## config.mk

```make
export PLATFORM = sky130hd
export DESIGN_NAME = tri_port_pio
export DESIGN_NICKNAME = d
export VERILOG_FILES = /design/src/rtl/pio_pkg.sv /design/src/rtl/pio_ctrl.sv /design/src/rtl/pio_group.sv /design/src/rtl/tri_port_pio.sv
export SDC_FILE = /design/constraint.sdc
export NUM_CORES = 1
export LEC_CHECK = 0
export ABC_AREA = 1
export BUFFER_PORTS_ARGS = -buffer_cell sky130_fd_sc_hd__buf_2
export CAP_MARGIN = 15
export CORE_ASPECT_RATIO = 0.8
export CORE_MARGIN = 2
export CORE_UTILIZATION = 44
export CTS_BUF_LIST = sky130_fd_sc_hd__clkbuf_2 sky130_fd_sc_hd__clkbuf_4 sky130_fd_sc_hd__clkbuf_8
export DETAILED_ROUTE_END_ITERATION = 7
export HOLD_SLACK_MARGIN = 0.05
export PLACE_DENSITY_LB_ADDON = 0.25
export SYNTH_ARGS = -nofsm -noshare
export SYNTH_HDL_FRONTEND = slang
export SYNTH_HIERARCHICAL = 1
export SYNTH_SLANG_ARGS = --single-unit
```

## constraint.sdc

```tcl
create_clock -name clk_i -period 1.2 [get_ports clk_i]
set_input_delay 0.18 -clock clk_i [delete_from_list [all_inputs] [get_ports clk_i]]
set_output_delay 0.18 -clock clk_i [all_outputs]
set_load 0.05 [all_outputs]
```

## src/rtl/pio_pkg.sv

```systemverilog
package pio_pkg;
  typedef enum logic [1:0] {
    SEL_A    = 2'd0,
    SEL_B    = 2'd1,
    SEL_C    = 2'd2,
    SEL_CTRL = 2'd3
  } pio_sel_e;

  localparam int unsigned CW         = 8;
  localparam int unsigned MODE_BIT   = 7;
  localparam int unsigned A_DIR_BIT  = 4;
  localparam int unsigned CU_DIR_BIT = 3;
  localparam int unsigned B_DIR_BIT  = 1;
  localparam int unsigned CL_DIR_BIT = 0;
  localparam logic [CW-1:0] CTRL_RST = 8'h9B;
endpackage

```

## src/rtl/pio_ctrl.sv

```systemverilog
module pio_ctrl
  import pio_pkg::*;
(
  input  logic          clk_i,
  input  logic          rst_ni,
  input  logic          wr_i,
  input  logic [CW-1:0] wdata_i,
  output logic [CW-1:0] ctrl_o,
  output logic          mode_wr_o
);
  logic [CW-1:0] ctrl_q;

  assign mode_wr_o = wr_i && wdata_i[MODE_BIT];

  always_ff @(posedge clk_i or negedge rst_ni) begin
    if (!rst_ni)        ctrl_q <= CTRL_RST;
    else if (mode_wr_o) ctrl_q <= wdata_i;
  end

  assign ctrl_o = ctrl_q;

  // a word without the mode flag leaves the register alone
  a_r4_ignore_word: assert property (@(posedge clk_i) disable iff (!rst_ni)
    (wr_i && !wdata_i[MODE_BIT]) |=> $stable(ctrl_q));

  // an accepted word is held as written
  a_r8_hold_word: assert property (@(posedge clk_i) disable iff (!rst_ni)
    mode_wr_o |=> (ctrl_q == $past(wdata_i)));
endmodule

```

## src/rtl/pio_group.sv

```systemverilog
module pio_group #(
  parameter int unsigned W = 8
) (
  input  logic         clk_i,
  input  logic         rst_ni,
  input  logic         dir_in_i,
  input  logic         wr_en_i,
  input  logic         clr_i,
  input  logic [W-1:0] wdata_i,
  input  logic [W-1:0] pin_i,
  output logic [W-1:0] pin_o,
  output logic [W-1:0] oe_o,
  output logic [W-1:0] rd_o
);
  logic [W-1:0] latch_q;

  always_ff @(posedge clk_i or negedge rst_ni) begin
    if (!rst_ni)      latch_q <= '0;
    else if (clr_i)   latch_q <= '0;
    else if (wr_en_i) latch_q <= wdata_i;
  end

  assign pin_o = latch_q;
  assign oe_o  = {W{~dir_in_i}};
  assign rd_o  = dir_in_i ? pin_i : latch_q;

  // mode write empties the latch
  a_r5_clear_latch: assert property (@(posedge clk_i) disable iff (!rst_ni)
    clr_i |=> (pin_o == '0));

  // port write lands in the latch
  a_r6_port_write: assert property (@(posedge clk_i) disable iff (!rst_ni)
    (wr_en_i && !clr_i) |=> (pin_o == $past(wdata_i)));
endmodule

```

## src/rtl/tri_port_pio.sv

```systemverilog
module tri_port_pio
  import pio_pkg::*;
#(
  parameter int unsigned DW = 8
) (
  input  logic          clk_i,
  input  logic          rst_ni,
  input  logic          cs_ni,
  input  logic          rd_ni,
  input  logic          wr_ni,
  input  logic [1:0]    addr_i,
  input  logic [DW-1:0] wdata_i,
  output logic [DW-1:0] rdata_o,
  input  logic [DW-1:0] pa_i,
  output logic [DW-1:0] pa_o,
  output logic [DW-1:0] pa_oe_o,
  input  logic [DW-1:0] pb_i,
  output logic [DW-1:0] pb_o,
  output logic [DW-1:0] pb_oe_o,
  input  logic [DW-1:0] pc_i,
  output logic [DW-1:0] pc_o,
  output logic [DW-1:0] pc_oe_o
);
  localparam int unsigned NW = DW / 2;

  logic          acc_wr, acc_rd, ctrl_wr, mode_wr;
  logic [CW-1:0] ctrl_q;
  logic [DW-1:0] rd_a, rd_b, rd_c;
  pio_sel_e      sel;

  assign sel     = pio_sel_e'(addr_i);
  assign acc_wr  = !cs_ni && !wr_ni;
  assign acc_rd  = !cs_ni && !rd_ni;
  assign ctrl_wr = acc_wr && (sel == SEL_CTRL);

  pio_ctrl u_ctrl (
    .clk_i     (clk_i),
    .rst_ni    (rst_ni),
    .wr_i      (ctrl_wr),
    .wdata_i   (wdata_i[CW-1:0]),
    .ctrl_o    (ctrl_q),
    .mode_wr_o (mode_wr)
  );

  pio_group #(.W(DW)) u_grp_a (
    .clk_i(clk_i), .rst_ni(rst_ni), .dir_in_i(ctrl_q[A_DIR_BIT]),
    .wr_en_i(acc_wr && sel == SEL_A), .clr_i(mode_wr), .wdata_i(wdata_i),
    .pin_i(pa_i), .pin_o(pa_o), .oe_o(pa_oe_o), .rd_o(rd_a)
  );

  pio_group #(.W(DW)) u_grp_b (
    .clk_i(clk_i), .rst_ni(rst_ni), .dir_in_i(ctrl_q[B_DIR_BIT]),
    .wr_en_i(acc_wr && sel == SEL_B), .clr_i(mode_wr), .wdata_i(wdata_i),
    .pin_i(pb_i), .pin_o(pb_o), .oe_o(pb_oe_o), .rd_o(rd_b)
  );

  // port C: two nibble groups, lower (g=0) and upper (g=1)
  for (genvar g = 0; g < 2; g++) begin : g_pc
    localparam int unsigned DIR_BIT = (g == 0) ? CL_DIR_BIT : CU_DIR_BIT;
    pio_group #(.W(NW)) u_grp_c (
      .clk_i    (clk_i),
      .rst_ni   (rst_ni),
      .dir_in_i (ctrl_q[DIR_BIT]),
      .wr_en_i  (acc_wr && sel == SEL_C),
      .clr_i    (mode_wr),
      .wdata_i  (wdata_i[g*NW +: NW]),
      .pin_i    (pc_i[g*NW +: NW]),
      .pin_o    (pc_o[g*NW +: NW]),
      .oe_o     (pc_oe_o[g*NW +: NW]),
      .rd_o     (rd_c[g*NW +: NW])
    );
  end

  always_comb begin
    rdata_o = '0;
    if (acc_rd) begin
      unique case (sel)
        SEL_A:    rdata_o = rd_a;
        SEL_B:    rdata_o = rd_b;
        SEL_C:    rdata_o = rd_c;
        SEL_CTRL: rdata_o = DW'(ctrl_q);
        default:  rdata_o = '0;
      endcase
    end
  end

  // direction bits drive whole-group enables
  a_r3_dir_a: assert property (@(posedge clk_i) disable iff (!rst_ni)
    mode_wr |=> (pa_oe_o == {DW{~$past(wdata_i[A_DIR_BIT])}}));
  a_r3_dir_cu: assert property (@(posedge clk_i) disable iff (!rst_ni)
    mode_wr |=> (pc_oe_o[DW-1:NW] == {NW{~$past(wdata_i[CU_DIR_BIT])}}));

  // deselected strobes change nothing
  a_r9_no_select: assert property (@(posedge clk_i) disable iff (!rst_ni)
    cs_ni |=> ($stable(ctrl_q) && $stable(pa_o) && $stable(pb_o) && $stable(pc_o)));

  // output-mode read of A returns what the port drives
  a_r7_read_latch: assert property (@(posedge clk_i) disable iff (!rst_ni)
    (acc_rd && sel == SEL_A && pa_oe_o[0]) |-> (rdata_o == pa_o));
endmodule

```

### Yosys cells after proc, flatten, opt, wreduce, memory -nomap -nowiden

Cells that the tools add are included.

* word-level logic and storage cells: 40
* register bits: 32
* output and inout port bits: 56
* bits of input ports: 39

* mux-type cells: 14
* equality and inequality tests: 3
* reductions and logical operators: 14
* bitwise operators: 4

Operator list (number)
* two-way mux 8 bit: 7
* case mux 8 bit (4 select lines): 1
* two-way mux 4 bit: 6
* logical AND 1 bit: 7
* nonzero test 2 bit: 3
* equality test 2 bit, second input constant: 2
* NOT 1 bit: 4
* logical NOT 1 bit: 3
* equality test 2 x 1 -> 1 bit, second input constant: 1
* logical NOT 2 bit: 1

### Longest topological paths before layout

Gate-level depths: netlist of run 1.

* depth after elaboration: 5
* depth in mapped cells: 9

### Cells and area by module

The synthesis of run 1 kept the hierarchy.

Modules (own cells, without submodules)
* pio_group at u_grp_a ...: area an instance 486.7 µm², cells each 68, sequential area each 200.2 µm², times used 2
* pio_group at g_pc[0].u_grp_c ...: area an instance 231.5 µm², cells each 34, sequential area each 100.1 µm², times used 2
* tri_port_pio: area an instance 390.4 µm², cells each 78, sequential area each 0.0 µm², times used 1
* pio_ctrl: area an instance 347.8 µm², cells each 35, sequential area each 206.4 µm², times used 1

### Worst setup path before layout of run 1

Ideal clock, no wire load.

* kind: reg-to-output
* start point: register u_ctrl.ctrl_q[1], in the netlist u_ctrl/ctrl_o[1]
* end point: output port rdata_o[6]
* path slack: -0.778 ns
* arrival: 1.798 ns
* buffers on the path: 1
* stages on the path, launching flop included: 9
* required time: 1.020 ns
* cells stage by stage: dfstp_2 > buf_2 > inv_2 > nand2_1 > nand2_1 > inv_1 > a21oi_1 > nor2_1 > nor2_1

* word-level cells in the longest chain between the ends: 3

RTL lines
* start: declaration: line pio_ctrl.sv:11 `logic [CW-1:0] ctrl_q;`
* start signal: assignment: line pio_ctrl.sv:17 `else if (mode_wr_o) ctrl_q <= wdata_i;`
* two-way mux 8 bit: line pio_group.sv:25 `assign rd_o = dir_in_i ? pin_i : latch_q;`
* via rd_b[6]: line tri_port_pio.sv:28 `logic [DW-1:0] rd_a, rd_b, rd_c;`
* case mux 8 bit (4 select lines): line tri_port_pio.sv:77 `unique case (sel)`
* two-way mux 8 bit: line tri_port_pio.sv:76 `if (acc_rd) begin`
* end: declaration: line tri_port_pio.sv:13 `output logic [DW-1:0] rdata_o,`

The timed path passes the listed nets, and every way through them passes these cells.

### Worst setup path in the final report of run 1

* start point: register u_ctrl.ctrl_q[1], in the netlist u_ctrl/ctrl_o[1]
* end point: output port rdata_o[7]

The elaborated chain is that of the path after synthesis.

==> impl_results.md, run 1 <==
* Top-level port count at 95
* Post-Synthesis Net Count at 356
* Syn Area/Cell at 6.86 µm²
* RSZ-0062 raised after global routing: yes
* Status: finished, violations left
* Largest net degree at the start of global routing at 33
* Reg-to-Reg Start: u_ctrl/ctrl_o[4]
* R2r endpoint: u_ctrl/ctrl_o[4]
* Final setup violation count at 56
* IO Port Bufs at 94
* Remaining global-route overflow at 0
* # fillers at 247
* Maximum fanout along the worst path at 9
* Max-cap violation count at 0
* Syn. warnings at 6
* Hold Crit Start: wdata_i[6]
* Overall Global Routing Usage at 27.0%
* WL/cell at 18.7 µm
* Final nets at 489
* Synth top area cells: dfrtp_1 31%, nand2_1 25%, nand3_1 12%
* Slew Limit Fails at 0
* Antenna violation net count after detailed routing at 0
* Worst Hold Class: input pin to register
* CTS tree: done
* F_max at 495 MHz
* Mapped cell area at 2170 µm²
* Max_slew headroom at 82.1%
* Root Buffer: clkbuf_8
* Commonest non-fill, non-tap cell in the layout: nand2_1
* Die H at 66.9 µm
* Drt via density at 5.70
* Share of the synthesized area in the top cell type at 31.1%
* CP Capture Type: primary output
* WP data required at 1.02 ns
* Place WS at -0.405 ns
* Commonest cells after routing, fill and taps aside: 129 x nand2_1, 44 x buf_2, 44 x buf_4
* # rows at 22
* FF+latch count, synth at 32
* Placed Instance Area at 3080 µm²
* Fin. Hold Viols at 0
* DR DRC count at 0
* Peak supply drop at 1.25 mV
* Worst slew pin tran at 0.266 ns
* Skew-Pair Late Insertion Delay at 0.30 ns
* Post-synth cell types at 21
* Worst Setup Path Type: register to primary output
* Hpwl dp at 4980 µm
* H-tree lvl count at 2
* Final WL at 9540 µm
* Fraction of layout cells with a size suffix above 1 at 60.1%
* PwrDens at 1590 nW/µm²
* CTS sink cnt at 32
* Antenna violations before repair at 0
* Fin crit share at 168%
* Worst Hold End: u_grp_b/pin_o[6]
* Register area share after synthesis at 37.1%
* Startpoint Class: register
* Flop-to-flop setup slack at 0.03 ns
* Clock transition at path regs at 0.08 ns
* Via count at 2911
* Core area at 4680 µm²
* Setup slack after layout at -0.820 ns
* Initial Util at 46.5%
* CTS max path bufs at 2
* Post-Syn Instances at 317
* DIE AREA at 5520 µm²
* Global-route wire length before repair at 10900 µm
* Hold-critical path depth at 3
* Ant diodes at 0
* Cell leakage power at 2.02 nW
* Post-Route Skew at 0 ns
* Violated checks: negative setup slack
* Worst r2r path cells at 4
* Worst Path Arrival at 1.84 ns
* Cell taking the most area after synthesis: dfrtp_1
* Min cycle time layout at 2.02 ns
* Num CTS Buffers at 5
* Area Growth Syn to Fin at 80.9%
* Setup TNS Final at -15.10 ns
* Chip width at 82.6 µm
* Finished Cell Area at 3930 µm²
* Number of global-route vias before repair at 2330
* Initial DRC Count at 444
* Gpl congestion at 0.821
* Pre-antenna DRT Iters at 7
-- metal layers --
metal	GRT usage (%)	wire [µm]
met5	0	0
met3	6.37	944
met1	33.2	3440
met2	46.6	4570
met4	8.20	582
-- cell families (layout without fill, tap and decap cells) --
kind of cell	count (synthesis)	after routing	synth area share, %
AO/OA/AOI/OAI	13	13	2.99
AND/OR/NAND/NOR	224	224	44.9
flip-flops	32	32	37.1
buffers and inverters	48	182	15.0
-- worst max path at each step --
stage	start	endpoint	cells after the start
after floorplan	u_ctrl/ctrl_o[1]	rdata_o[6]	7
after global placement	u_ctrl/ctrl_o[1]	rdata_o[6]	7
after detailed placement	u_ctrl/ctrl_o[1]	rdata_o[6]	7
after CTS	u_ctrl/ctrl_o[1]	rdata_o[1]	9
after global routing	u_ctrl/ctrl_o[1]	rdata_o[7]	9
final	u_ctrl/ctrl_o[1]	rdata_o[7]	9
-- what timing repair did --
| item | CTS | global route |
|---|---|---|
| hold buffers | 1 | 0 |
| gates resized for setup | 97 | 84 |
| cloned | 0 | 1 |
| endpoints found under the setup margin | 69 | 68 |
| buffers inserted | 7 | 10 |
| hold endpoints to repair | 27 | 0 |
| pin swaps | 12 | 25 |
-- through the flow --
stage          utilization [%]  std cells  power (mW)  hold WS [ns]
2_1_floorplan                -        317        3.54        -0.116
3_3_place_gp              65.8        484        4.08         0.153
3_5_place_dp              65.8        484        4.12         0.157
4_1_cts                   76.1        500        5.68         0.166
5_1_grt                   84.1        511        6.44         0.173
6_report                  84.1        511        6.25         0.181
-- cell usage after synthesis (all sizes together) --
cell,count
dfrtp,27
nor3,3
nor2,22
o21ai,8
dfstp,5
a21oi,5
nand3,50
buf,31
nand2,148
or2,1
inv,17
-- registers in the layout (all words and copies together) (netlist names) --
name / cells
u_grp_b/pin_o: 8
u_ctrl/ctrl_o: 8
g_pc.u_grp_c/pin_o: 8
u_grp_a/pin_o: 8
-- where the power goes --
group,leakage (nW),internal (mW),total [mW],switching (mW)
sequential,0.380,1.30,1.50,0.201
clock,0.0586,0.639,1.08,0.443
combinational,1.58,1.39,3.66,2.27
-- critical path, cell delays in order, from the launching register on --
cell and delay, ns:
dfstp_2 0.59, buf_12 0.13, inv_8 0.05, nand2_1 0.08, nand2_1 0.10, nand3_1 0.12, nand2_1 0.09, nor2_2 0.17
nor2_4 0.05, buf_6 0.15
-- cell type report --
| type | count | area, µm² | share of cell area (%) |
|---|---|---|---|
| timing repair buffer | 156 | 1440 | 36.5 |
| multi-input combinational | 237 | 1360 | 34.5 |
| sequential | 32 | 826 | 21.0 |
| inverter | 17 | 120 | 3.05 |
| clock buffer | 6 | 76.3 | 1.94 |
| tap | 60 | 75.1 | 1.91 |
| clock inverter | 2 | 35.0 | 0.891 |
| timing repair inverter | 1 | 6.26 | 0.159 |
Power figures use the tool's default switching activity.
==> run 2: changes to the inputs <==
- CORE_MARGIN: 2 -> 4
- PLACE_DENSITY: not set -> 0.88
- PLACE_DENSITY_LB_ADDON: 0.25 -> not set
==> run 2 against run 1 <==
Effect of this change: the flow still finishes with violations (negative setup slack); worst setup slack gained 0.026 ns; die area up 11%; sequential power barely moved; cell count shrank 2.3%; critical path type unchanged; highest routed layer unchanged.
==> impl_results.md, run 2 (synthesis gave the netlist of run 1 again) <==
* Status: finished, violations left
* Violated checks: negative setup slack
* Max_slew headroom at 70.6%
* Worst Setup Path Type: register to primary output
* WP data required at 1.02 ns
* Top-level port count at 95
* CTS max path bufs at 2
* PwrDens at 1600 nW/µm²
* Cell leakage power at 2.01 nW
* Setup TNS Final at -13.70 ns
* # rows at 22
* Ant diodes at 0
* Gr busiest metal: met2
* Area Growth Syn to Fin at 83.8%
* Clock transition at path regs at 0.08 ns
* Final WL at 11000 µm
* DIE AREA at 6140 µm²
* Global-route wire length before repair at 14100 µm
* Area of the multi-input gates at 1410 µm²
* Num CTS Buffers at 5
* Final setup violation count at 51
* DR DRC count at 0
* F_max at 501 MHz
* Overall Global Routing Usage at 29.8%
* Largest net degree at the start of global routing at 33
* WL/cell at 22.0 µm
* Worst Path Arrival at 1.81 ns
* CP Cell Sequence: buf_6 > nand2_1 > nand2_1 > nand3_1 > nand2_1 > nor2_2 > nor2_4 > buf_8
* Max-cap violation count at 0
* Post-Route Skew at 0 ns
* Hpwl dp at 5330 µm
* Skew-Pair Late Insertion Delay at 0.31 ns
* Flop-to-flop setup slack at 0.12 ns
* Met2 GRT Util at 51.5%
* # fillers at 209
* Worst Hold Class: input pin to register
* Commonest non-fill, non-tap cell in the layout: nand2_1
* Fin. Hold Viols at 0
* Peak supply drop at 1.11 mV
* RSZ-0062 raised after global routing: yes
* Critical path buffer and inverter count at 2
* Drt via density at 6.17
* Number of global-route vias before repair at 2824
* Pre-antenna DRT Iters at 6
* Fraction of layout cells with a size suffix above 1 at 62.2%
* CP Capture Type: primary output
* Slew Limit Fails at 0
* Initial DRC Count at 397
* Antenna violations before repair at 0
* Antenna violation net count after detailed routing at 0
* Startpoint Class: register
* H-tree lvl count at 2
* Root Buffer: clkbuf_8
* CP max-delay cell: dfstp_2
* Maximum fanout along the worst path at 6
* Sequential Area at 826 µm²
* Met3 Use GR at 7.10%
* Gpl congestion at 0.854
* GR met1 Demand/Resource at 35.9%
* Via count at 3080
* Final nets at 477
* Most common cell on crit path: nand2_1
* Worst slew pin tran at 0.441 ns
* Core area at 4680 µm²
* CP delay by family, top: flip-flops
* CTS tree: done
* Min cycle time layout at 1.99 ns
* IO Port Bufs at 94
* Remaining global-route overflow at 0
* Die H at 70.9 µm
* Commonest cells after routing, fill and taps aside: 119 x nand2_1, 44 x buf_2, 35 x buf_8
* Setup slack after layout at -0.794 ns
* CTS sink cnt at 32
* Chip width at 86.6 µm
* Slowest stage delay, CP at 0.60 ns
* Initial Util at 46.5%
* Final Power at 6.38 mW
* Fin crit share at 166%
[run 2: changes by cell type in the layout (fill, tap and decap cells not counted), sizes merged]
| cell | change |
|---|---|
| inv | -1 |
| buf | -12 |
| clkinvlp | +1 |
[run 2: worst reg2reg max path, cell delays in order (launching register included)]
cell	delay (ns)
dfstp_2	0.60
buf_6	0.16
buf_4	0.13
nand2_1	0.07
nand2_1	0.07
[run 2: report_power, final]
part | total (mW) | internal (mW) | switching [mW]
sequential | 1.49 | 1.30 | 0.189
clock | 1.10 | 0.615 | 0.487
combinational | 3.78 | 1.41 | 2.38
[run 2: through the flow]
step | utilization (%) | std cells | setup slack [ns] | hold slack (ns) | area [µm²]
after global placement | 66.8 | 484 | -0.367 | 0.221 | 3130
after CTS | 79.6 | 500 | -0.597 | 0.160 | 3720
final | 85.4 | 499 | -0.794 | 0.162 | 4000
after floorplan | - | 317 | -0.240 | -0.116 | 2420
after global routing | 85.4 | 499 | -0.787 | 0.165 | 4000
after detailed placement | 66.8 | 484 | -0.435 | 0.229 | 3130
[run 2: per-layer routing]
metal / vias up / routed length (µm) / part of all wire [%]
li1: 1223 / - / -
met1: 1418 / 3650 / 33
met2: 325 / 5140 / 47
met3: 114 / 1300 / 12
met4: 0 / 891 / 8.1
met5: - / 0 / 0
[run 2: final timing paths]
path,endpoint,cells after the start,startpoint
min,g_pc[0].u_grp_c/pin_o[2],3,wdata_i[2]
max reg2reg,u_ctrl/ctrl_o[1],4,u_ctrl/ctrl_o[1]
min in group asynchronous,g_pc[0].u_grp_c/pin_o[3],3,rst_ni
max,rdata_o[7],8,u_ctrl/ctrl_o[1]
max in group asynchronous,u_ctrl/ctrl_o[7],3,rst_ni
min reg2reg,u_ctrl/ctrl_o[6],2,u_ctrl/ctrl_o[6]
[run 2: area by class of cell]
| class | instances | area share (%) |
|---|---|---|
| Timing Repair Buffer | 145 | 36.4 |
| Multi-Input combinational cell | 237 | 35.3 |
| Clock buffer | 5 | 1.72 |
| Tap cell | 60 | 1.88 |
| Inverter | 17 | 3.00 |
| Sequential cell | 32 | 20.7 |
| Clock inverter | 3 | 1.06 |
[run 2: what timing repair did]
| action | in CTS | in global routing |
|---|---|---|
| hold buffers | 1 | 0 |
| pin swaps | 19 | 30 |
| hold endpoints to repair | 27 | 0 |
| buffers inserted | 9 | 2 |
| setup endpoints to repair | 48 | 68 |
| resized for setup | 129 | 87 |
==> run 3: changes to the inputs <==
- CORE_UTILIZATION: 44 -> 45
- PLACE_DENSITY: 0.88 -> 0.89
- RECOVER_POWER: not set -> 25
- SYNTH_HIERARCHICAL: 1 -> not set
==> run 3 against run 2 <==
Effect of this change: the flow still finishes with violations (negative setup slack); hold slack lost 0.044 ns; total power decreased by 3.0%; wire length down 29%; clock-buffer cell count up 1; sequential share of layout area increased by 2.0 points; first-iteration DRC count fell by 57%; worst setup slack improved by 0.11 ns; area after synthesis increased by 1.8%; synthesized cell count grew 5.0%; via count decreased by 15%; clock power shrank 21%; sequential power barely moved; highest routed layer unchanged.
==> impl_results.md, run 3 <==
* DIE AREA at 6110 µm²
* Chip width at 86.4 µm
* Fin crit share at 157%
* Synth top area cells: dfrtp_1 31%, nand2_1 27%, inv_1 7.6%
* EDFF count, synth at 0
* Overall Global Routing Usage at 24.1%
* Core area at 4680 µm²
* Status: finished, violations left
* Final setup violation count at 32
* CTS tree: done
* Setup TNS Final at -12.14 ns
* Final WL at 7770 µm
* Gr busiest metal: met2
* Maximum fanout along the worst path at 4
* FF+latch count, synth at 32
* Met2 GRT Util at 41.8%
* WP data required at 1.02 ns
* Ant diodes at 0
* Place WS at -0.375 ns
* Post-Route Skew at 0 ns
* Clock transition at path regs at 0.07 ns
* Setup slack after layout at -0.681 ns
* Worst slew pin tran at 0.447 ns
* Mapped cell area at 2210 µm²
* Final nets at 492
* Min cycle time layout at 1.88 ns
* Peak supply drop at 1.11 mV
* Die H at 70.7 µm
* Root Buffer: clkbuf_8
* Skew-Pair Late Insertion Delay at 0.29 ns
* Finished Cell Area at 3560 µm²
* Fraction of layout cells with a size suffix above 1 at 43.0%
* Number of global-route vias before repair at 2532
* Largest net degree at the start of global routing at 33
* Slew Limit Fails at 0
* IO Port Bufs at 94
* PwrDens at 1740 nW/µm²
* Antenna violations before repair at 0
* Worst Setup Path Type: register to primary output
* Post-Synthesis Net Count at 372
* Gpl congestion at 0.922
* Top-level port count at 95
* Worst Path Arrival at 1.70 ns
* Async SR Flop Fraction at 100%
* Cell leakage power at 2.02 nW
* Register area share after synthesis at 36.4%
* Via count at 2619
* Drt via density at 5.10
* # rows at 22
* Max-cap violation count at 0
* CP Capture Type: primary output
* Area Growth Syn to Fin at 60.8%
* Critical path buffer and inverter count at 2
* DR DRC count at 0
* CP max-delay cell: dfstp_2
* Top_reg_cell synth: dfrtp_1
* RSZ-0062 raised after global routing: yes
* Slowest stage delay, CP at 0.62 ns
* WL/cell at 15.1 µm
* Fin. Hold Viols at 0
* Post-synth cell types at 24
* Syn. warnings at 0
* CP delay by family, top: flip-flops
* Post-route insts no fill at 514
* Initial Util at 47.3%
* Max_slew headroom at 70.2%
* Placed Instance Area at 2930 µm²
* Commonest cells after routing, fill and taps aside: 154 x nand2_1, 48 x buf_2, 40 x buf_4
* Startpoint Class: register
* CTS sink cnt at 32
* H-tree lvl count at 2
* Hpwl dp at 5260 µm
* Commonest cells post-synth: 159 x nand2_1, 45 x inv_1, 27 x dfrtp_1
* Worst Hold Class: input pin to register
* Antenna violation net count after detailed routing at 0
* Violated checks: negative setup slack
* GR met1 Demand/Resource at 30.8%
* CTS max path bufs at 2
* Commonest non-fill, non-tap cell in the layout: nand2_1
* Placed Instances at 501
* Global-route wire length before repair at 11900 µm
* Num CTS Buffers at 5
* Remaining global-route overflow at 0
* Most frequent cell after synthesis: nand2_1
* Initial DRC Count at 171
* Most common cell on crit path: nor2_2
* Pre-antenna DRT Iters at 7
* Final Power at 6.18 mW
* Met3 Use GR at 4.66%
* Cell taking the most area after synthesis: dfrtp_1
* Share of the synthesized area in the top cell type at 30.5%
* Syn Area/Cell at 6.65 µm²
* F_max at 532 MHz
* CP Cell Sequence: buf_4 > nand3_1 > nand2_1 > nor2_2 > nor2_2 > nor2_4 > buf_6
* Post-Syn Instances at 333
## run 3: layer usage
layer | vias up | wire, µm
li1 | 1223 | -
met1 | 1220 | 3120
met2 | 149 | 3830
met3 | 27 | 602
met4 | 0 | 221
met5 | - | 0
## run 3: worst register-to-register path: stages (launching register included)
cell and delay [ns]:
dfstp_2 0.62, buf_6 0.13, nand2_1 0.06, o21ai_2 0.06
## run 3: logic make-up (layout without fill, tap and decap cells)
family,Yosys count,count (layout),synth area share (%)
AND/OR/NAND/NOR,211,211,41.3
flip-flops,32,32,36.4
AO/OA/AOI/OAI,12,12,4.07
buffers and inverters,78,199,18.2
## run 3: power by group
part	total, mW	internal (mW)	switching (mW)	leakage [nW]
registers	1.52	1.33	0.187	0.391
clock network	0.865	0.457	0.408	0.0510
logic	3.80	1.48	2.31	1.57
total	6.18	3.27	2.91	2.02
## run 3: layout make-up
class | instances | area (µm²)
inverter | 52 | 236
timing repair inverter | 1 | 11.3
clock inverter | 2 | 10.0
multi-input combinational | 223 | 1050
tap | 60 | 75.1
timing repair buffer | 138 | 1290
fill | 319 | 1120
sequential | 32 | 808
clock buffer | 6 | 82.6
## run 3: metrics by stage
| step | utilization (%) | hold slack [ns] |
|---|---|---|
| floorplan | - | -0.116 |
| CTS | 73.7 | 0.123 |
| finish | 76.1 | 0.117 |
| global route | 76.1 | 0.140 |
| detailed placement | 62.6 | 0.228 |
| global placement | 62.6 | 0.221 |
## run 3: final timing paths
check / slack, ns / startpoint / depth (start not counted) / endpoint
max: -0.68 / u_ctrl.ctrl_o[1] / 7 / rdata_o[1]
min: 0.12 / wdata_i[0] / 3 / u_ctrl.ctrl_o[0]
max reg2reg: 0.27 / u_ctrl.ctrl_o[1] / 3 / u_ctrl.ctrl_o[1]
min reg2reg: 0.50 / u_ctrl.ctrl_o[2] / 2 / u_ctrl.ctrl_o[2]
max in group asynchronous: 0.37 / rst_ni / 3 / u_ctrl.ctrl_o[7]
min in group asynchronous: 0.48 / rst_ni / 3 / u_grp_a.pin_o[0]
## run 3: repair_timing
action | CTS | global route
buffers inserted | 7 | 7
pin swaps | 4 | 7
endpoints found under the setup margin | 39 | 48
resized for setup | 112 | 46
hold endpoints to repair | 27 | 0
hold buffers | 1 | 0
gates cloned | 0 | 1
